### src/rtl/trap_pkg.sv
package trap_pkg;

    localparam int NSTG    = 5;
    localparam int NCHK    = NSTG - 1;
    localparam int IF_FW   = 3;
    localparam int MEM_FW  = 4;
    localparam int FW_MAX  = MEM_FW;
    localparam int CAUSE_W = 4;

    typedef logic [CAUSE_W-1:0] cause_t;

    localparam cause_t C_NONE     = 4'd0;
    localparam cause_t C_IRQ      = 4'd1;
    localparam cause_t C_IF_BASE  = 4'd2;
    localparam cause_t C_ID_BASE  = 4'd5;
    localparam cause_t C_EX_BASE  = 4'd6;
    localparam cause_t C_MEM_BASE = 4'd7;

    typedef enum logic {M_RUN, M_DRAIN} mode_t;

    function automatic cause_t stage_base(input int s);
        case (s)
            0:       return C_IF_BASE;
            1:       return C_ID_BASE;
            2:       return C_EX_BASE;
            default: return C_MEM_BASE;
        endcase
    endfunction

endpackage

### src/rtl/trap_cause_enc.sv
module trap_cause_enc
    import trap_pkg::*;
#(
    parameter int     N    = 1,
    parameter cause_t BASE = C_NONE
) (
    input  logic [N-1:0] flt_i,
    output logic         hit_o,
    output cause_t       code_o
);

    // lowest-numbered strobe decides the code
    always_comb begin
        hit_o  = |flt_i;
        code_o = C_NONE;
        for (int i = N - 1; i >= 0; i--) begin
            if (flt_i[i]) code_o = BASE + CAUSE_W'(i);
        end
    end

endmodule

### src/rtl/trap_age_sel.sv
module trap_age_sel #(
    parameter int N     = 4,
    localparam int IDXW = $clog2(N)
) (
    input  logic [N-1:0]    req_i,
    output logic            any_o,
    output logic [IDXW-1:0] idx_o
);

    // highest stage index is the oldest instruction
    always_comb begin
        any_o = |req_i;
        idx_o = '0;
        for (int i = 0; i < N; i++) begin
            if (req_i[i]) idx_o = IDXW'(i);
        end
    end

endmodule

### src/rtl/trap_ctrl.sv
module trap_ctrl
    import trap_pkg::*;
#(
    parameter int              PC_W       = 32,
    parameter logic [PC_W-1:0] HANDLER_PC = 'h80
) (
    input  logic              clk,
    input  logic              rst_n,
    input  logic [IF_FW-1:0]  if_flt_i,
    input  logic              id_flt_i,
    input  logic              ex_flt_i,
    input  logic [MEM_FW-1:0] mem_flt_i,
    input  logic [PC_W-1:0]   if_pc_i,
    input  logic [PC_W-1:0]   id_pc_i,
    input  logic [PC_W-1:0]   ex_pc_i,
    input  logic [PC_W-1:0]   mem_pc_i,
    input  logic              irq_i,
    output logic [NCHK-1:0]   hold_o,
    output logic [NSTG-1:0]   bubble_o,
    output logic              mem_wr_kill_o,
    output logic              rf_wr_kill_o,
    output logic              redirect_o,
    output logic [PC_W-1:0]   redirect_pc_o,
    output logic [PC_W-1:0]   epc_o,
    output logic [CAUSE_W-1:0] cause_o
);

    localparam int IDXW       = $clog2(NCHK);
    localparam int SLOTW      = $clog2(NSTG);
    localparam int CNT_W      = $clog2(NSTG);
    localparam int DRAIN_LAST = NSTG - 3;
    localparam int S_MEM      = NSTG - 2;
    localparam int S_WB       = NSTG - 1;

    typedef struct packed {
        logic [NSTG-1:1]               tv;
        logic [NSTG-1:1][CAUSE_W-1:0]  tc;
        logic [NSTG-1:1][PC_W-1:0]     tpc;
        logic [PC_W-1:0]               epc;
        cause_t                        cause;
        mode_t                         mode;
        logic [CNT_W-1:0]              cnt;
        logic [PC_W-1:0]               ipc;
    } st_t;

    st_t q, n;

    logic [NCHK-1:0][FW_MAX-1:0]  stage_flt;
    logic [NCHK-1:0][PC_W-1:0]    stage_pc;
    logic [NCHK-1:0]              enc_hit;
    logic [NCHK-1:0][CAUSE_W-1:0] enc_code;

    logic [NCHK-1:0]              eff_v;
    logic [NCHK-1:0][CAUSE_W-1:0] eff_c;
    logic [NCHK-1:0][PC_W-1:0]    eff_pc;

    logic            old_any;
    logic [IDXW-1:0] old_idx;

    logic [NCHK-1:0] hold_c;
    logic [NSTG-1:0] bubble_c;
    logic            rdr_c;
    logic            mkill_c;
    logic            rkill_c;
    logic [SLOTW-1:0] tgt;

    logic [NSTG-1:1] tag_live;
    assign tag_live = q.tv;

    assign stage_flt[0] = FW_MAX'(if_flt_i);
    assign stage_flt[1] = FW_MAX'(id_flt_i);
    assign stage_flt[2] = FW_MAX'(ex_flt_i);
    assign stage_flt[3] = mem_flt_i;

    assign stage_pc[0] = if_pc_i;
    assign stage_pc[1] = id_pc_i;
    assign stage_pc[2] = ex_pc_i;
    assign stage_pc[3] = mem_pc_i;

    for (genvar s = 0; s < NCHK; s++) begin : g_enc
        trap_cause_enc #(
            .N    (FW_MAX),
            .BASE (stage_base(s))
        ) u_enc (
            .flt_i  (stage_flt[s]),
            .hit_o  (enc_hit[s]),
            .code_o (enc_code[s])
        );
    end

    // a tag already riding with an instruction beats a new strobe for it
    always_comb begin
        eff_v     = '0;
        eff_c     = '0;
        eff_pc    = '0;
        eff_v[0]  = enc_hit[0] && (q.mode != M_DRAIN);
        eff_c[0]  = enc_code[0];
        eff_pc[0] = stage_pc[0];
        for (int s = 1; s < NCHK; s++) begin
            if (q.tv[s]) begin
                eff_v[s]  = 1'b1;
                eff_c[s]  = q.tc[s];
                eff_pc[s] = q.tpc[s];
            end else begin
                eff_v[s]  = enc_hit[s];
                eff_c[s]  = enc_code[s];
                eff_pc[s] = stage_pc[s];
            end
        end
    end

    trap_age_sel #(.N(NCHK)) u_age (
        .req_i (eff_v),
        .any_o (old_any),
        .idx_o (old_idx)
    );

    always_comb begin
        n        = q;
        n.tv     = '0;
        hold_c   = '0;
        bubble_c = '0;
        rdr_c    = 1'b0;
        mkill_c  = 1'b0;
        rkill_c  = 1'b0;
        tgt      = SLOTW'(old_idx) + SLOTW'(1);

        if (q.tv[S_WB]) begin
            rdr_c    = 1'b1;
            bubble_c = '1;
            rkill_c  = 1'b1;
            mkill_c  = 1'b1;
            n.epc    = q.tpc[S_WB];
            n.cause  = q.tc[S_WB];
            n.mode   = M_RUN;
            n.cnt    = '0;
        end else if (old_any) begin
            for (int s = 0; s < NCHK; s++) begin
                hold_c[s] = (s < int'(old_idx));
            end
            bubble_c[old_idx] = 1'b1;
            n.tv[tgt]         = 1'b1;
            n.tc[tgt]         = eff_c[old_idx];
            n.tpc[tgt]        = eff_pc[old_idx];
            mkill_c           = (int'(old_idx) == S_MEM);
            n.mode            = M_RUN;
            n.cnt             = '0;
        end else if (q.mode == M_DRAIN) begin
            if (q.cnt == CNT_W'(DRAIN_LAST)) begin
                rdr_c    = 1'b1;
                bubble_c = '1;
                n.epc    = q.ipc;
                n.cause  = C_IRQ;
                n.mode   = M_RUN;
                n.cnt    = '0;
            end else begin
                hold_c[0]   = 1'b1;
                bubble_c[1] = 1'b1;
                n.cnt       = q.cnt + CNT_W'(1);
            end
        end else if (irq_i) begin
            hold_c[0]   = 1'b1;
            bubble_c[1] = 1'b1;
            n.mode      = M_DRAIN;
            n.cnt       = '0;
            n.ipc       = if_pc_i;
        end
    end

    always_ff @(posedge clk) begin
        if (!rst_n) q <= '0;
        else        q <= n;
    end

    assign hold_o        = hold_c;
    assign bubble_o      = bubble_c;
    assign redirect_o    = rdr_c;
    assign redirect_pc_o = rdr_c ? HANDLER_PC : '0;
    assign mem_wr_kill_o = mkill_c;
    assign rf_wr_kill_o  = rkill_c;
    assign epc_o         = q.epc;
    assign cause_o       = q.cause;

endmodule

### config.mk
export PLATFORM = sky130hd
export DESIGN_NAME = trap_ctrl
export DESIGN_NICKNAME = d
export VERILOG_FILES = /design/src/rtl/trap_pkg.sv /design/src/rtl/trap_cause_enc.sv /design/src/rtl/trap_age_sel.sv /design/src/rtl/trap_ctrl.sv
export SDC_FILE = /design/constraint.sdc
export NUM_CORES = 1
export LEC_CHECK = 0
export BUFFER_PORTS_ARGS = -buffer_cell sky130_fd_sc_hd__buf_2
export CAP_MARGIN = 20
export CORE_ASPECT_RATIO = 0.7
export CORE_MARGIN = 5
export CORE_UTILIZATION = 59
export DETAILED_ROUTE_END_ITERATION = 10
export GPL_TIMING_DRIVEN = 0
export PLACE_DENSITY = 0.83
export SYNTH_ARGS = -nofsm -noshare
export SYNTH_HDL_FRONTEND = slang
export SYNTH_SLANG_ARGS = --single-unit
### constraint.sdc
create_clock -name clk -period 3.6 [get_ports clk]
set_input_delay 0.18 -clock clk [delete_from_list [all_inputs] [get_ports clk]]
set_output_delay 0.18 -clock clk [all_outputs]
set_load 0.01 [all_outputs]
## After elaboration in Yosys (flattened, before gate mapping)

Cells that the tools add are included.

- Register bits: 220
- Input port bits: 140
- Output and inout bits: 80
- Memory bits (writable): 0
- Bits in latches: 0
- Memories: 0
- Logic and storage cells: 107
- Bits in read-only memories: 0

- Multiplexer cells: 62
- Bitwise gates (word level): 4
- Reduce and logical (&&, ||, !) cells: 14
- Equality and inequality tests: 3
- Multipliers: 0
- Divide/modulo/power cells: 0
- Magnitude comparators: 8
- Shifts and indexed selects: 0
- $add $sub $neg: 2

Operators by type and width:

| cell | number |
|---|---|
| $mux 32 | 5 |
| $bwmux 128 | 1 |
| $mux 36 | 3 |
| $demux 32 s3 | 1 |
| $bmux 32 s2 | 1 |
| $mux 4 | 11 |
| $mux 40 | 1 |
| $mux 37 | 1 |
| $mux 3 | 9 |
| $mux 1 | 18 |
| $bwmux 16 | 1 |
| $demux 4 s3 | 1 |
| $mux 5 | 2 |
| $bmux 4 s2 | 1 |
| $mux 8 | 1 |
| $reduce_or 4->1 | 2 |
| $mux 2 | 3 |
| $reduce_bool 2->1 | 3 |
| $reduce_or 3->1 | 2 |
| $reduce_or 6->1 | 1 |
| $lt 1x2->1 const A | 2 |
| $lt 2x4->1 const B | 1 |
| $lt 3x4->1 const B | 1 |
| $not 1->1 | 4 |
| other kinds (15) | 17 |

## Logic depth before layout (Yosys ltp)

- Depth after elaboration: 10
- Gate-level depth with buffers: 10
- Gate-level depth less buffers: 6

## By module

From an unflattened synthesis, not the netlist that was laid out.

- Cell total of the unflattened synthesis: 1,110
- Area, all modules: 10,060.9 um2

By module, submodules not included:

| module | sequential area each (um2) | cells an instance | area each (um2) | times used |
|---|---|---|---|---|
| trap_ctrl | 4,404.2 | 1,073 | 9,826.9 | 1 |
| trap_cause_enc at g_enc[0].u_enc | 0.0 | 9 | 56.3 | 1 |
| trap_cause_enc at g_enc[2].u_enc | 0.0 | 8 | 52.6 | 1 |
| trap_cause_enc at g_enc[1].u_enc | 0.0 | 8 | 51.3 | 1 |
| trap_cause_enc at g_enc[3].u_enc | 0.0 | 8 | 50.0 | 1 |
| trap_age_sel | 0.0 | 4 | 23.8 | 1 |

## Worst setup path before layout

No wires, ideal clock.

- Path type: register to output
- Start point: register q (netlist bit tag_live[1])
- End point: output bubble_o[4]
- Buffers on the path: 5
- Arrival: 1.981 ns
- Setup slack: 1.439 ns
- Required time: 3.420 ns
- Cell stages (with the launch flop): 10
- Cells stage by stage: dfxtp_1 -> buf_2 -> or4_1 -> buf_2 -> nor4_4 -> nor2_1 -> inv_1 -> buf_4 -> buf_2 -> buf_4

- Cells in the longest elaborated chain, start to end: 4

RTL lines:

| element | RTL line | text |
|---|---|---|
| start: declaration | trap_ctrl.sv:46 | `st_t q, n;` |
| start signal: assignment | trap_ctrl.sv:172 | `else q <= n;` |
| $mux 1 | trap_ctrl.sv:100 | `if (q.tv[s]) begin` |
| $reduce_or 4->1 | trap_age_sel.sv:12 | `any_o = \|req_i;` |
| $mux 5 | trap_ctrl.sv:137 | `end else if (old_any) begin` |
| $mux 5 | trap_ctrl.sv:128 | `if (q.tv[S_WB]) begin` |
| end: declaration | trap_ctrl.sv:19 | `output logic [NSTG-1:0] bubble_o,` |

Every way passes these cells.

## Worst setup path in the final report

Same ends and word-level chain as after synthesis.

==> results by group <==
Outcome
  • Status: completed

Detailed routing
  • Via density per instance: 6.13
  • DR WL/cell: 21.6 µm
  • DR pass1 iterations: 7
  • DRC: 0
  • Antenna Nets Post-Route: 0
  • Total wire length: 36800 µm
  • Iter 0 DRT Violations: 1499
  • Vias: 10400

Floorplanning
  • Chip Height: 120 µm
  • Core footprint: 0.0171 mm²
  • Die area: 0.0201 mm²
  • Die width: 167 µm
  • Top Ports: 220
  • Rows: 40
  • Initial Utilization: 0.597

Synth
  • Yosys top cell area share: 0.432
  • Async SR Flop Fraction: 0
  • YS warnings: 0
  • Synth Area in Adders: 0
  • Area leader, netlist: dfxtp_1
  • Post-synth cell types: 53
  • Synthesized cell area: 0.0102 mm²
  • Xor and xnor area share after synthesis: 0
  • Compound-Gate Fraction of Synth Area: 0.241
  • Seq cells post-synth: 220
  • Synth Area per Inst: 8.53 µm²
  • Sequential area share after synthesis: 0.432
  • Post-synth top flop: dfxtp_1
  • EDFF count, synth: 0
  • Mux cell area share after synthesis: 0.0610
  • Largest cells by area after synthesis: dfxtp_1, a211oi_1, mux2i_1, nor2_1, buf_4
  • Simple-Gate Fraction of Synth Area: 0.163
  • Cells after Synth: 1195
  • Largest family of logic cells by synthesized area: compound AO/OA/AOI/OAI gates

Power
  • Part of the power in registers: 0.480
  • Max IR drop VDD: 0.000369 V
  • Switching power: 1.38 mW
  • Clock power frac: 0.387
  • LEAKAGE: 4.85 nW
  • Internal power: 3.97 mW
  • Pwr dens: 431 mW/mm²
  • Sw Ratio: 0.258
  • Power, Total: 5.35 mW
  • Comb pwr share: 0.133

Cells and area
  • Diodes inserted: 0
  • Area Growth Syn to Fin: 21.6%
  • Non-Filler Instances: 1703
  • Fin area: 0.0124 mm²
  • Share of cells above drive strength 1: 0.213
  • Final net count: 1599

Setup path
  • Slowest Stage Delay on Critical Path: 510 ps
  • CP Cell Sequence: buf_2 > or4_1 > buf_2 > nor4_4 > nor2_1 > inv_1 > buf_4 > buf_2 > buf_4 > buf_2
  • Worst setup SP type: flip-flop
  • Cell with the most instances on the worst path: buf_2
  • Levels on crit path: 10
  • Critical path class: flip-flop to output port
  • Endpoint class of the critical path: output port
  • CP arrival: 3120 ps
  • WP data required: 3420 ps
  • CP Buf/Inv Count: 7
  • R2R depth: 7
  • Cell family with most CP delay: buffers and inverters
  • Maximum fanout along the worst path: 12
  • CP max stage cell: or4_1

Place
  • DPL Wire Length: 27600 µm
  • GPL Wtd Cong: 1.01
  • Port Buffers: 186
  • Post-placement cell area: 0.0115 mm²
  • Total placed cells including tap cells: 1643

Min path
  • Type of the tightest min-delay check: primary input to flip-flop
  • Hold path depth: 3

STA
  • Fmax: 0.303 GHz
  • Slew Limit Fails: 0
  • RSZ-0062 raised after global routing: false
  • Setup TNS: 0 ps
  • Worst Tran Pin Value: 1030 ps
  • Final clock skew: 15.6 ps
  • Final Critical Period: 3300 ps
  • Fin crit share: 0.915
  • Max-slew headroom: 0.315
  • Count of final setup violators: 0
  • Final Hold Violating Endpoints: 0

Clocking
  • Htree depth: 1
  • Clock tree root driver cell: clkbuf_16
  • Reg clk slew, reported paths: 60 ps
  • Num CTS Buffers: 20
  • Post-cts sizing count: 0
  • Postcts setup bufs: 0
  • Clk_lat worst skew: 500 ps
  • TritonCTS clock tree: yes
  • Clock Sinks: 220
  • Max Root-Sink Buffers: 3

Global route
  • Largest net degree at the start of global routing: 15
  • First-pass GRT wire length: 55600 µm
  • Gr ovfl total: 0
  • Initial antenna violation count: 0
  • GR Util All Layers: 0.350
  • Number of global-route vias before repair: 9918

Run
  • Max-cap viol count: 0
[state kept, by name, indices dropped and copies added (netlist names)]
register	count
tag_live	4
epc_o	32
q	180
cause_o	4
[cell type report]
class,instances,area [µm²]
plain buffers,184,997
clock buffers,35,618
fillers,1363,4670
inverters,12,45.0
multi-input cells,810,4860
flip-flops and latches,220,4400
well taps,231,289
repair buffers,211,1180
[stage by stage]
step,util,hold slack (ps),setup WS [ps]
global route,0.727,13.3,176
finish,0.727,14.6,304
global placement,0.676,420,892
floorplan,-,327,1440
CTS,0.727,0.358,351
detailed placement,0.676,421,879
[cell families after synthesis]
kind of cell | after synthesis
AO/OA/AOI/OAI | 378
buffers and inverters | 196
flip-flops | 220
multiplexers | 62
other | 1
AND/OR/NAND/NOR | 338
[layer usage]
layer  track usage  up-vias  part of all wire
li1              -     4724                 -
met3        0.0919       98              0.14
met5             0        -                 0
met2         0.519      724              0.42
met1         0.498     4890              0.41
met4         0.114        0             0.035
[power by group through the flow]
stage          combinational [mW]  sequential [mW]  clock [mW]
3_5_place_dp                0.664             2.62           0
5_1_grt                     0.760             2.57        2.16
4_1_cts                     0.690             2.56        2.07
3_3_place_gp                0.654             2.62           0
2_1_floorplan               0.400             2.60           0
6_report                    0.713             2.56        2.07
[tightest hold or removal path, stage by stage]
cell and delay, ps:
buf_2 130, nand3_1 80, a21oi_1 60
[cells in the mapped netlist, drive strengths merged (5+ instances only)]
master	number
dfxtp	220
nor2	154
nand3b	7
nor3	24
a211oi	107
a22oi	32
mux2i	61
a2111oi	12
nand2b	5
nor2b	32
nand3	37
or3	8
o21ai	77
and3b	16
nand2	38
inv	12
o311a	15
clkbuf	91
buf	93
a21oi	107
[cell usage in the layout (no fill, tap or decap), types with 38 or more instances in the layout]
cell type and count:
mux2i_1 61, clkbuf_1 101, buf_4 73, o21ai_0 75
nor2_1 154, buf_2 200, nand2_1 38, dfxtp_1 220
a211oi_1 106, a21oi_1 107
[path summary, 6_finish.rpt]
path            endpoint  slack, ps        start
max          bubble_o[4]        300  tag_live[1]
min                q[23]         10  if_pc_i[23]
max reg2reg       q[131]        920  tag_live[2]
min reg2reg       q[203]        440       q[203]
[repair_timing]
item	in CTS	in global routing
endpoints found under the setup margin	0	0
hold endpoints to repair	36	0
hold buffers	25	0
Note: power is estimated with default switching activity, not from simulation.
